## config.mk

```make
export PLATFORM = sky130hd
export DESIGN_NAME = pt_walker
export DESIGN_NICKNAME = d
export VERILOG_FILES = /design/src/rtl/pt_walk_pkg.sv /design/src/rtl/va_fields.sv /design/src/rtl/pte_addr.sv /design/src/rtl/frame_check.sv /design/src/rtl/pt_walker.sv
export SDC_FILE = /design/constraint.sdc
export NUM_CORES = 1
export LEC_CHECK = 0
export BUFFER_PORTS_ARGS = -buffer_cell sky130_fd_sc_hd__buf_2
export CELL_PAD_IN_SITES_DETAIL_PLACEMENT = 1
export CELL_PAD_IN_SITES_GLOBAL_PLACEMENT = 1
export CORE_ASPECT_RATIO = 0.8
export CORE_UTILIZATION = 39
export CTS_CLUSTER_DIAMETER = 200
export DETAILED_ROUTE_END_ITERATION = 7
export GPL_ROUTABILITY_DRIVEN = 1
export GPL_TIMING_DRIVEN = 0
export PLACE_DENSITY_LB_ADDON = 0.1
export SLEW_MARGIN = 20
export SYNTH_ARGS = -nofsm -noshare
export SYNTH_HDL_FRONTEND = slang
export SYNTH_HIERARCHICAL = 1
export SYNTH_SLANG_ARGS = --single-unit
```

## constraint.sdc

```tcl
create_clock -name clk -period 4.3 [get_ports clk]
set_clock_uncertainty 0.15 [all_clocks]
set_input_delay 0.86 -clock clk [delete_from_list [all_inputs] [get_ports clk]]
set_output_delay 0.86 -clock clk [all_outputs]
set_load 0.05 [all_outputs]
```

## src/rtl/pt_walk_pkg.sv

```systemverilog
package pt_walk_pkg;

    typedef enum logic [2:0] {
        S_IDLE,
        S_L1_REQ,
        S_L1_WAIT,
        S_L2_REQ,
        S_L2_WAIT,
        S_RESP
    } walk_state_e;

endpackage

```

## src/rtl/va_fields.sv

```systemverilog
module va_fields #(
    parameter int IDX_W = 10,
    parameter int OFS_W = 12,
    localparam int VA_W = 2 * IDX_W + OFS_W
) (
    input  logic [VA_W-1:0]  va,
    output logic [IDX_W-1:0] idx_hi,
    output logic [IDX_W-1:0] idx_lo,
    output logic [OFS_W-1:0] offset
);
    assign idx_hi = va[VA_W-1 -: IDX_W];
    assign idx_lo = va[OFS_W +: IDX_W];
    assign offset = va[OFS_W-1:0];
endmodule

```

## src/rtl/pte_addr.sv

```systemverilog
module pte_addr #(
    parameter int PFN_W = 27,
    parameter int IDX_W = 10,
    parameter int OFS_W = 12,
    localparam int ADDR_W = PFN_W + OFS_W,
    localparam int PAD_W  = OFS_W - IDX_W - 2
) (
    input  logic [PFN_W-1:0]  table_pfn,
    input  logic [IDX_W-1:0]  slot,
    output logic [ADDR_W-1:0] addr
);
    // Entry address: frame * page size + slot * 4 bytes.
    generate
        if (PAD_W > 0) begin : g_pad
            assign addr = {table_pfn, {PAD_W{1'b0}}, slot, 2'b00};
        end else begin : g_nopad
            assign addr = {table_pfn, slot, 2'b00};
        end
    endgenerate
endmodule

```

## src/rtl/frame_check.sv

```systemverilog
module frame_check #(
    parameter int ENTRY_W = 32,
    parameter int PFN_W   = 27
) (
    input  logic [ENTRY_W-1:0] entry,
    input  logic [PFN_W-1:0]   marker,
    output logic [PFN_W-1:0]   pfn,
    output logic               is_marker
);
    assign pfn       = entry[PFN_W-1:0];
    assign is_marker = (entry[PFN_W-1:0] == marker);
endmodule

```

## src/rtl/pt_walker.sv

```systemverilog
module pt_walker
    import pt_walk_pkg::*;
#(
    parameter int IDX_W   = 10,
    parameter int OFS_W   = 12,
    parameter int PFN_W   = 27,
    parameter int ENTRY_W = 32,
    localparam int VA_W   = 2 * IDX_W + OFS_W,
    localparam int ADDR_W = PFN_W + OFS_W
) (
    input  logic               clk,
    input  logic               rst_n,
    input  logic [PFN_W-1:0]   cfg_root_pfn,
    input  logic [PFN_W-1:0]   cfg_dummy_tbl,
    input  logic [PFN_W-1:0]   cfg_dummy_page,
    input  logic               req_valid,
    output logic               req_ready,
    input  logic [VA_W-1:0]    req_va,
    output logic               rsp_valid,
    input  logic               rsp_ready,
    output logic [ADDR_W-1:0]  rsp_pa,
    output logic               rsp_fault,
    output logic               mem_valid,
    input  logic               mem_ready,
    output logic [ADDR_W-1:0]  mem_addr,
    input  logic               mem_rvalid,
    input  logic [ENTRY_W-1:0] mem_rdata
);

    typedef struct packed {
        walk_state_e       state;
        logic [VA_W-1:0]   va;
        logic [PFN_W-1:0]  l2_pfn;
        logic [ADDR_W-1:0] pa;
        logic              fault;
    } walk_regs_t;

    walk_regs_t r_d, r_q;

    logic [IDX_W-1:0] idx_hi, idx_lo;
    logic [OFS_W-1:0] page_ofs;
    logic [PFN_W-1:0] tbl_pfn_sel, marker_sel, entry_pfn;
    logic [IDX_W-1:0] slot_sel;
    logic             level2, entry_is_marker;

    va_fields #(.IDX_W(IDX_W), .OFS_W(OFS_W)) u_fields (
        .va     (r_q.va),
        .idx_hi (idx_hi),
        .idx_lo (idx_lo),
        .offset (page_ofs)
    );

    assign level2      = (r_q.state == S_L2_REQ) || (r_q.state == S_L2_WAIT);
    assign tbl_pfn_sel = level2 ? r_q.l2_pfn : cfg_root_pfn;
    assign slot_sel    = level2 ? idx_lo : idx_hi;
    assign marker_sel  = level2 ? cfg_dummy_page : cfg_dummy_tbl;

    pte_addr #(.PFN_W(PFN_W), .IDX_W(IDX_W), .OFS_W(OFS_W)) u_addr (
        .table_pfn (tbl_pfn_sel),
        .slot      (slot_sel),
        .addr      (mem_addr)
    );

    frame_check #(.ENTRY_W(ENTRY_W), .PFN_W(PFN_W)) u_check (
        .entry     (mem_rdata),
        .marker    (marker_sel),
        .pfn       (entry_pfn),
        .is_marker (entry_is_marker)
    );

    assign req_ready = (r_q.state == S_IDLE);
    assign rsp_valid = (r_q.state == S_RESP);
    assign mem_valid = (r_q.state == S_L1_REQ) || (r_q.state == S_L2_REQ);
    assign rsp_pa    = r_q.pa;
    assign rsp_fault = r_q.fault;

    always_comb begin
        r_d = r_q;
        unique case (r_q.state)
            S_IDLE: begin
                if (req_valid) begin
                    r_d.va    = req_va;
                    r_d.state = S_L1_REQ;
                end
            end
            S_L1_REQ: begin
                if (mem_ready) r_d.state = S_L1_WAIT;
            end
            S_L1_WAIT: begin
                if (mem_rvalid) begin
                    if (entry_is_marker) begin
                        r_d.fault = 1'b1;
                        r_d.pa    = '0;
                        r_d.state = S_RESP;
                    end else begin
                        r_d.l2_pfn = entry_pfn;
                        r_d.state  = S_L2_REQ;
                    end
                end
            end
            S_L2_REQ: begin
                if (mem_ready) r_d.state = S_L2_WAIT;
            end
            S_L2_WAIT: begin
                if (mem_rvalid) begin
                    r_d.fault = entry_is_marker;
                    r_d.pa    = entry_is_marker ? '0 : {entry_pfn, page_ofs};
                    r_d.state = S_RESP;
                end
            end
            S_RESP: begin
                if (rsp_ready) r_d.state = S_IDLE;
            end
            default: r_d.state = S_IDLE;
        endcase
    end

    always_ff @(posedge clk or negedge rst_n) begin
        if (!rst_n) begin
            r_q <= '{state: S_IDLE, va: '0, l2_pfn: '0, pa: '0, fault: 1'b0};
        end else begin
            r_q <= r_d;
        end
    end

    // a pending response blocks new requests
    a_r1_one_walk: assert property (@(posedge clk) disable iff (!rst_n)
        rsp_valid |-> !req_ready);

    // an accepted request keeps the walker busy in the next cycle
    a_r1_busy_after_accept: assert property (@(posedge clk) disable iff (!rst_n)
        (req_valid && req_ready) |=> !req_ready);

    // fault responses carry a zero address
    a_r7_fault_zero: assert property (@(posedge clk) disable iff (!rst_n)
        (rsp_valid && rsp_fault) |-> (rsp_pa == '0));

    // response stable until taken
    a_r8_rsp_hold: assert property (@(posedge clk) disable iff (!rst_n)
        (rsp_valid && !rsp_ready) |=> (rsp_valid && $stable(rsp_pa) && $stable(rsp_fault)));

    // read request stable until accepted
    a_r9_mem_hold: assert property (@(posedge clk) disable iff (!rst_n)
        (mem_valid && !mem_ready) |=> (mem_valid && $stable(mem_addr)));

    // entry reads are word aligned
    a_r9_aligned: assert property (@(posedge clk) disable iff (!rst_n)
        mem_valid |-> (mem_addr[1:0] == 2'b00));

    // no new read is issued in the cycle after one is accepted
    a_r9_single_read: assert property (@(posedge clk) disable iff (!rst_n)
        (mem_valid && mem_ready) |=> !mem_valid);

endmodule

```

# Yosys cells after proc, flatten, opt, wreduce, memory -nomap -nowiden
# Cells that the tools add are included.
dict set report word_totals {
  ff_bits 102
  inputBits 151
  output_inout_bits 82
  elab_cells 43
}
dict set report op_classes {
  n_eq_ne 13
  muxes 16
  bitwise_logic 1
  reduce_logical 8
}
# op count
set ops {}
lappend ops {{$mux W40} 3}
lappend ops {{$pmux W40 S2} 1}
lappend ops {{$mux W27} 2}
lappend ops {{$mux W39} 1}
lappend ops {{$mux W35} 1}
lappend ops {{$eq A27 B27 Y1} 1}
lappend ops {{$mux W3} 6}
lappend ops {{$pmux W3 S6} 1}
lappend ops {{$ne A2 B2 Y1 const B} 6}
lappend ops {{$mux W10} 1}
lappend ops {{$eq A3 B2 Y1 const B} 2}
lappend ops {{$eq A3 B3 Y1 const B} 2}
lappend ops {{$reduce_and A6 Y1} 1}
lappend ops {{$reduce_and A4 Y1} 1}
lappend ops {{$eq A3 B1 Y1 const B} 1}
lappend ops {{$logic_not A3 Y1} 1}
lappend ops {{$reduce_and A3 Y1} 1}
lappend ops {{$logic_or A1 B1 Y1} 2}
lappend ops {{$ne A2 B1 Y1 const B} 1}
lappend ops {{$reduce_and A2 Y1} 1}
lappend ops {{$reduce_bool A2 Y1} 1}
lappend ops {{$not A1 Y1} 1}

# Depth between registers and ports, before layout
# Gate-level depths: netlist of the first run.
dict set report depth {
  word_depth 7
  depth_mapped 14
  depth_no_buf 10
}

# By module
# Netlist of the first run, hierarchy kept.
# mod instances cells_each area_per_inst_um2 seq_area_each_um2
set modules_own_cells {}
lappend modules_own_cells {pt_walker 1 356 5223.8 2552.4}
lappend modules_own_cells {frame_check 1 63 500.5 0.0}
lappend modules_own_cells {pte_addr 1 40 296.5 0.0}
lappend modules_own_cells {va_fields 1 32 240.2 0.0}

# Worst setup path after synthesis of the first run
# No wires, ideal clock.
dict set report synth_timing {
  path_kind {register -> register}
  from {register r_q[101] in the netlist's numbering}
  to {register r_q, in the netlist rsp_pa[17]}
  setup_time_ps 121
  arrival_time_ps 3394
  t_required_ps 4029
  setup_slack_ps 635
  path_stages_with_launch 15
  n_path_buf 4
  synth_period_minus_slack_ps 3665
  path_cell_list {dfrtp_1 -> nand2b_2 -> mux2_4 -> buf_8 -> buf_8 -> mux2_4 -> xor2_1 -> nor4_1 -> nand4_1 -> nor4_2 -> and3b_1 -> o21ai_1 -> buf_2 -> buf_2 -> a22o_1}
}
dict set report synth_between {
  elab_chain_len 7
  word_cells_on_any_way 14
  classes_between {eq/ne: 7; mux: 4; reduce/logical: 3}
}
# element line_no
set synth_rtl {}
lappend synth_rtl {{start: declaration} pt_walker.sv:38} ;# walk_regs_t r_d, r_q;
lappend synth_rtl {{start signal: assignment} pt_walker.sv:120} ;# r_q <= '{state: S_IDLE, va: '0, l2_pfn: '0, pa: '0, fault: 1'b0};
lappend synth_rtl {{start signal: assignment} pt_walker.sv:122} ;# r_q <= r_d;
lappend synth_rtl {{$eq A3 B2 Y1 or $eq A3 B3 Y1 (tied branches)} pt_walker.sv:53} ;# assign level2 = (r_q.state == S_L2_REQ) || (r_q.state == S_L2_WAIT);
lappend synth_rtl {{$logic_or A1 B1 Y1 *} pt_walker.sv:53}
lappend synth_rtl {{$mux W27 *} pt_walker.sv:56} ;# assign marker_sel = level2 ? cfg_dummy_page : cfg_dummy_tbl;
lappend synth_rtl {{net marker_sel[13]} pt_walker.sv:42} ;# logic [PFN_W-1:0] tbl_pfn_sel, marker_sel, entry_pfn;
lappend synth_rtl {{$eq A27 B27 Y1 *} frame_check.sv:11} ;# assign is_marker = (entry[PFN_W-1:0] == marker);
lappend synth_rtl {{net entry_is_marker} pt_walker.sv:44} ;# logic level2, entry_is_marker;
lappend synth_rtl {{$mux W39} pt_walker.sv:107} ;# r_d.pa = entry_is_marker ? '0 : {entry_pfn, page_ofs};
lappend synth_rtl {{$mux W40} pt_walker.sv:105} ;# if (mem_rvalid) begin
lappend synth_rtl {{$pmux W40 S2} pt_walker.sv:79} ;# unique case (r_q.state)
# Mark *: on every way through the listed nets, which the timed path passes. The rest lies on a longest branch. The select of a mux whose other input is x is not followed.
# A chain may end at the register's enable or synchronous reset.

# Final worst setup path of the first run
dict set report layout_timing {
  from {register r_q[100] in the netlist's numbering}
  to {register r_q, in the netlist rsp_pa[27]}
}
# Same word-level chain as after synthesis.

==> results of run 1 <==
## layout make-up
class,count,area (um^2),area share
buffer,159,1244,0.1545
inverter,2,7.507,0.0009325
clock buffer,9,225.2,0.02798
multi-input combinational,229,2482,0.3084
tap,215,269.0,0.03342
sequential,102,2552,0.3171
timing repair buffer,227,1167,0.1450
clock inverter,7,102.6,0.01274
## cells in the final DEF (no fill, tap or decap), types with 3 or more instances in the layout
master	Yosys	final
buf_2	7	231
buf_4	142	143
dfrtp_1	102	102
mux2_4	61	61
mux2_2	44	44
a22o_1	39	39
mux2_1	20	20
xor2_1	16	16
xnor2_1	11	11
clkbuf_16	0	9
buf_12	5	5
nand2_1	4	4
nor3_1	3	3
nand4_1	3	3
## where the power goes
| group | internal (mW) | switching (mW) |
|---|---|---|
| Combinational | 2.11 | 2.51 |
| Clock | 0.518 | 0.375 |
| Sequential | 1.44 | 0.280 |
## flip-flops by register name, indices dropped and copies added (netlist names)
register and cells:
r_q 62, rsp_pa 39, rsp_fault 1
## critical path: stages (launching register included)
cell and delay [ns]:
dfrtp_1 0.47, nand2b_1 0.25, mux2_4 0.31, buf_8 0.17
buf_12 0.16, mux2_4 0.31, xor2_1 0.19, nor4_2 0.36
nand4_1 0.24, nor4_4 0.18, buf_4 0.20, and3b_1 0.17
o21ai_1 0.07, buf_2 0.22, buf_2 0.22, a22o_1 0.20
## kinds of logic (layout without fill, tap and decap cells)
| kind of cell | after synthesis | count (layout) | synth area share |
|---|---|---|---|
| compound gates | 49 | 49 | 0.06555 |
| xor+xnor | 27 | 27 | 0.03777 |
| buf+inv | 161 | 404 | 0.1998 |
| flops | 102 | 102 | 0.4077 |
| mux | 125 | 125 | 0.2614 |
| other cells | 1 | 2 | 0.0005989 |
| simple gates | 26 | 26 | 0.02718 |
## cell usage after synthesis
| master | instances | share of area |
|---|---|---|
| clkbuf_2 | 1 | 0.00080 |
| buf_4 | 142 | 0.17 |
| nand2b_1 | 2 | 0.0020 |
| inv_1 | 2 | 0.0012 |
| nor4_2 | 1 | 0.0020 |
| nand2b_2 | 1 | 0.0014 |
| nor2b_1 | 2 | 0.0020 |
| mux2_2 | 44 | 0.079 |
| a22o_1 | 39 | 0.055 |
| o21ai_1 | 1 | 0.00080 |
| o22ai_1 | 1 | 0.0010 |
| nor3_4 | 1 | 0.0026 |
| xnor2_1 | 11 | 0.015 |
| a221oi_1 | 1 | 0.0014 |
| nand2_1 | 4 | 0.0024 |
| o21ai_0 | 1 | 0.00080 |
| buf_12 | 5 | 0.016 |
| and2_1 | 2 | 0.0020 |
| nand3_1 | 1 | 0.00080 |
| clkbuf_1 | 2 | 0.0012 |
| o22a_1 | 1 | 0.0014 |
| nor3_1 | 3 | 0.0024 |
| conb_1 | 1 | 0.00060 |
| nand4_1 | 3 | 0.0030 |
| xor2_1 | 16 | 0.022 |
| and3b_1 | 1 | 0.0014 |
| buf_8 | 2 | 0.0048 |
| and2b_1 | 1 | 0.0012 |
| buf_2 | 7 | 0.0056 |
| a21oi_1 | 2 | 0.0016 |
| a21boi_0 | 1 | 0.0012 |
| a31o_2 | 1 | 0.0014 |
| nor4_1 | 4 | 0.0040 |
| mux2_4 | 61 | 0.15 |
| a32oi_1 | 1 | 0.0014 |
| mux2_1 | 20 | 0.036 |
| dfrtp_1 | 102 | 0.41 |
## what timing repair did
action,CTS,global route
gates resized for setup,1,2
pin swaps,1,0
cloned,0,0
setup endpoints to repair,58,20
buffers inserted,1,0
## worst paths after layout
path	startpoint	end	slack (ns)	cells past startpoint
hold reg to reg	r_q[48]	r_q[48]	0.35	1
max in group asynchronous	rst_n	r_q[81]	3.07	2
setup / recovery	r_q[100]	rsp_pa[27]	0.31	15
min in group clk	r_q[48]	r_q[48]	0.35	1
setup reg to reg	r_q[100]	rsp_pa[27]	0.31	15
hold / removal	rst_n	r_q[48]	0.29	1
## layer usage
metal | vias to the layer above | GRT usage
li1 | 2048 | -
met1 | 2121 | 0.2365
met2 | 135 | 0.3485
met3 | 14 | 0.05706
met4 | 0 | 0.05957
met5 | - | 0
## per-stage QoR
| stage | power (mW) | setup slack (ns) |
|---|---|---|
| detailed placement | 6.409 | -0.3558 |
| global placement | 6.304 | -0.1472 |
| global route | 7.657 | 0.06580 |
| floorplan | 5.522 | 0.6355 |
| CTS | 7.344 | 0.09689 |
| finish | 7.238 | 0.3122 |
==> reports/metrics.cfg, run 1 <==
[status]
status = complete, no violations

[worst_setup_path]
end_kind = register
worstSetupStartpointType = register
crit_type = reg2reg
required_ns = 4.38
cp_max_fo = 10
cp.arrival_ns = 4.07

[timing]
worst_pin_slew_ns = 0.5061
relSlewSlack = 0.6615
final-setup-viol-count = 0
final.setup.tns_ns = 0
period_share = 0.9274
hold_slack_ns = 0.2860
hold_viol_final = 0
min_period_ns = 3.988
rsz0062_at_grt = false
slew_violations = 0
max_freq_mhz = 250.8

[floorplan]
die_w_um = 143.7
rows = 41
io_pins = 233
coreArea_um2 = 15750
die_area_um2 = 16570
start_util = 0.3976
die_h_um = 115.3

[hold_path]
hold_class = in2async

[pwr]
leakagePower_nw = 4.317
power_density_nw_per_um2 = 899.1
peakVddDrop_uv = 389.9

[global_routing]
antenna_found_initial = 0
first_global_vias = 4661
grt_pass1_wl_mm = 24.49
grt_usage = 0.1989
grt_max_degree = 56
grt-ovfl-total = 0

[detailed_routing]
wl_met2_mm = 7.904
dr.pass1.iters = 6
vias_per_cell = 4.545
highest_layer = met4
drc = 0
wl_met3_mm = 1.047
met1_length_mm = 6.606
via_count = 4318
drt-initial-drc-count = 88
antenna_left = 0
avgRoutedWirePerCell_um = 16.61
wl_mm = 15.78

[clock_network]
hold_buffers = 0
clock_path_buffers = 2
worstSkewPairLatency_ns = 0.35
htreeDepth = 3
cts_root_buf = clkbuf_16
cts.sinks = 102
clkSlewWorstSetupHoldPaths_ns = 0.07
numCtsBuffers = 9
cts_tree = built

[placement]
port_buffers = 225
gp_congestion = 0.7679
placed_area_um2 = 7694
hpwl_mm = 12.51
dpl.cell_count = 933

[logic_synthesis]
ys_warn_count = 6
synth.cell_area_um2 = 6261
netlist_instances = 491
synth.distinct_cells = 37
synth_seq_cells = 102
ys_seq_area_frac = 0.4077
post_synth.cell_area_avg_um2 = 12.75

[final_layout]
area_growth_pct = 28.58
design_area_um2 = 8050
finalNonFillerCells = 950
drive_above_1_share = 0.6952
fin_nets = 881
antenna_cells = 0
utilization = 0.5112
n_fill_cell = 1752

[run]
cap_violations = 0

Power figures use the tool's default switching activity.
==> inputs of run 2 (changes only) <==
CELL_PAD_IN_SITES_GLOBAL_PLACEMENT = 2   (was 1)
CORE_UTILIZATION = 32   (was 39)
SKIP_CTS_REPAIR_TIMING = 1   (was not set)
==> run 2 against run 1 <==
Against the previous run:
- worst hold slack got worse by 0.022 ns
- sequential power barely moved
- first-iteration DRC count rose by 49%
- final cell count rose by 4.7%
- non-clock buffer count rose by 1
- die area rose by 22%
- wire length rose by 5.5%
- sequential cell count did not move
- register-to-register slack got worse by 0.06 ns
- critical path type unchanged
- largest cell class unchanged
- highest routed layer unchanged
==> reports/metrics.cfg, run 2 (synthesized netlist as in run 1, its figures left out) <==
[status]
status = complete, no violations

[floorplan]
io_pins = 233
die_area_um2 = 20130
die_w_um = 158.4
rows = 45
start_util = 0.3280
die_h_um = 127.1
coreArea_um2 = 19090

[final_layout]
most-common-layout-cells = buf_2 (231), buf_4 (144), dfrtp_1 (102), mux2_4 (61), mux2_2 (44)
largest_register_ffs = 62
design_area_um2 = 8093
largest_register = r_q
drive_above_1_share = 0.6957
area_growth_pct = 29.26
finalNonFillerCells = 995
n_fill_cell = 2125
utilization = 0.4240
mostFrequentLayoutCell = buf_2
fin_nets = 882

[worst_setup_path]
cpMaxStageDelayCell = nor3_4
reg2reg_depth = 14
cp_top_family = simple AND/OR/NAND/NOR gates
worstReg2RegEnd = r_q[43]
required_ns = 4.38
r2r-start = r_q[101]
crit_type = reg2reg
cpPeakStageDelay_ns = 0.47
cp.buffers_inverters = 5
end_kind = register
worstSetupStartpointType = register
crit_chain = nand2b_2 > mux2_4 > buf_8 > buf_12 > mux2_4 > xor2_1 > nor4_2 > nand4_1 > nor4_4 > buf_4 > buf_4 > nor3_4 > buf_4 > mux2_1
regToRegSetupSlack_ns = 0.25
cp_max_fo = 10
worst_path_most_repeated_cell = buf_4
cp.arrival_ns = 4.13

[placement]
hpwl_mm = 13.16
gp_congestion = 0.7648
placed_area_um2 = 7747
port_buffers = 225
dpl.cell_count = 976

[timing]
hold_viol_final = 0
min_period_ns = 4.047
rsz0062_at_grt = false
period_share = 0.9412
worst_pin_slew_ns = 0.5313
relSlewSlack = 0.6446
final-setup-viol-count = 0
slew_violations = 0
max_freq_mhz = 247.1

[detailed_routing]
via_count = 4294
drc = 0
antenna_left = 0
drt-initial-drc-count = 131
vias_per_cell = 4.316
dr.pass1.iters = 4
avgRoutedWirePerCell_um = 16.73
wl_mm = 16.65

[clock_network]
numCtsBuffers = 9
clock_path_buffers = 2
cts_tree = built
htreeDepth = 3
clkSlewWorstSetupHoldPaths_ns = 0.07
cts_root_buf = clkbuf_16
worstSkewPairLatency_ns = 0.35
cts.sinks = 102

[global_routing]
grt_max_degree = 60
grt_usage = 0.1715
antenna_found_initial = 1
grt_pass1_wl_mm = 25.73
grt-ovfl-total = 0
first_global_vias = 4664

[pwr]
peakVddDrop_uv = 366.5
fin_total_pwr_mw = 7.211
power_density_nw_per_um2 = 891.1
leakagePower_nw = 4.312

[hold_path]
hold_class = in2async

[run]
cap_violations = 0

## run 2: cell types whose count changed in the layout (fill, tap and decap cells not counted), sizes merged
cell,before,now
clkinv,2,4
buf,383,384
bufinv,2,1
diode,0,1
inv,5,4
## run 2: worst max path at each step
stage / startpoint / endpoint / slack (ns) / cells past startpoint
3_3_place_gp: r_q[101] / rsp_pa[33] / -0.31 / 14
5_1_grt: r_q[100] / r_q[43] / 0.005 / 14
6_report: r_q[101] / r_q[43] / 0.25 / 14
3_5_place_dp: r_q[101] / rsp_pa[36] / -0.42 / 14
2_1_floorplan: r_q[101] / rsp_pa[17] / 0.64 / 14
4_1_cts: r_q[101] / rsp_pa[36] / -0.44 / 14
## run 2: through the flow
step	setup TNS (ns)	hold WS (ns)	worst slack (ns)
floorplan	0	0.3083	0.6355
global placement	-11.67	0.3271	-0.3124
detailed placement	-16.83	0.3297	-0.4160
CTS	-17.90	0.2707	-0.4377
global route	0	0.2846	0.005443
finish	0	0.2636	0.2530
## run 2: layout make-up
cell class                      count  area, um^2  share of cell area
Clock buffer                        9       225.2             0.02783
Timing Repair Buffer              228        1175              0.1452
Inverter                            2       7.507           0.0009276
Tap cell                          258       322.8             0.03989
Buffer                            159        1244              0.1537
Multi-Input combinational cell    229        2482              0.3067
Antenna cell                        1       2.502           0.0003092
Clock inverter                      7       81.33             0.01005
Sequential cell                   102        2552              0.3154
## run 2: power by group
| part | internal (mW) | switching (mW) |
|---|---|---|
| combinational | 2.11 | 2.52 |
| sequential | 1.44 | 0.279 |
| clock | 0.460 | 0.394 |
| total | 4.02 | 3.19 |
## run 2: worst reg2reg max path, cell delays in order (launching register included)
cell      delay, ns
dfrtp_1        0.46
nand2b_2       0.27
mux2_4         0.29
buf_8          0.17
buf_12         0.17
mux2_4         0.30
xor2_1         0.30
nor4_2         0.11
nand4_1        0.20
nor4_4         0.05
buf_4          0.17
buf_4          0.14
nor3_4         0.47
buf_4          0.32
mux2_1         0.35
## run 2: layer usage
metal,GRT usage,up-vias,share of wire
met5,0,-,0
met3,0.04003,13,0.054
met2,0.2982,126,0.50
met4,0.04695,0,0.012
met1,0.2113,2105,0.44
li1,-,2050,-
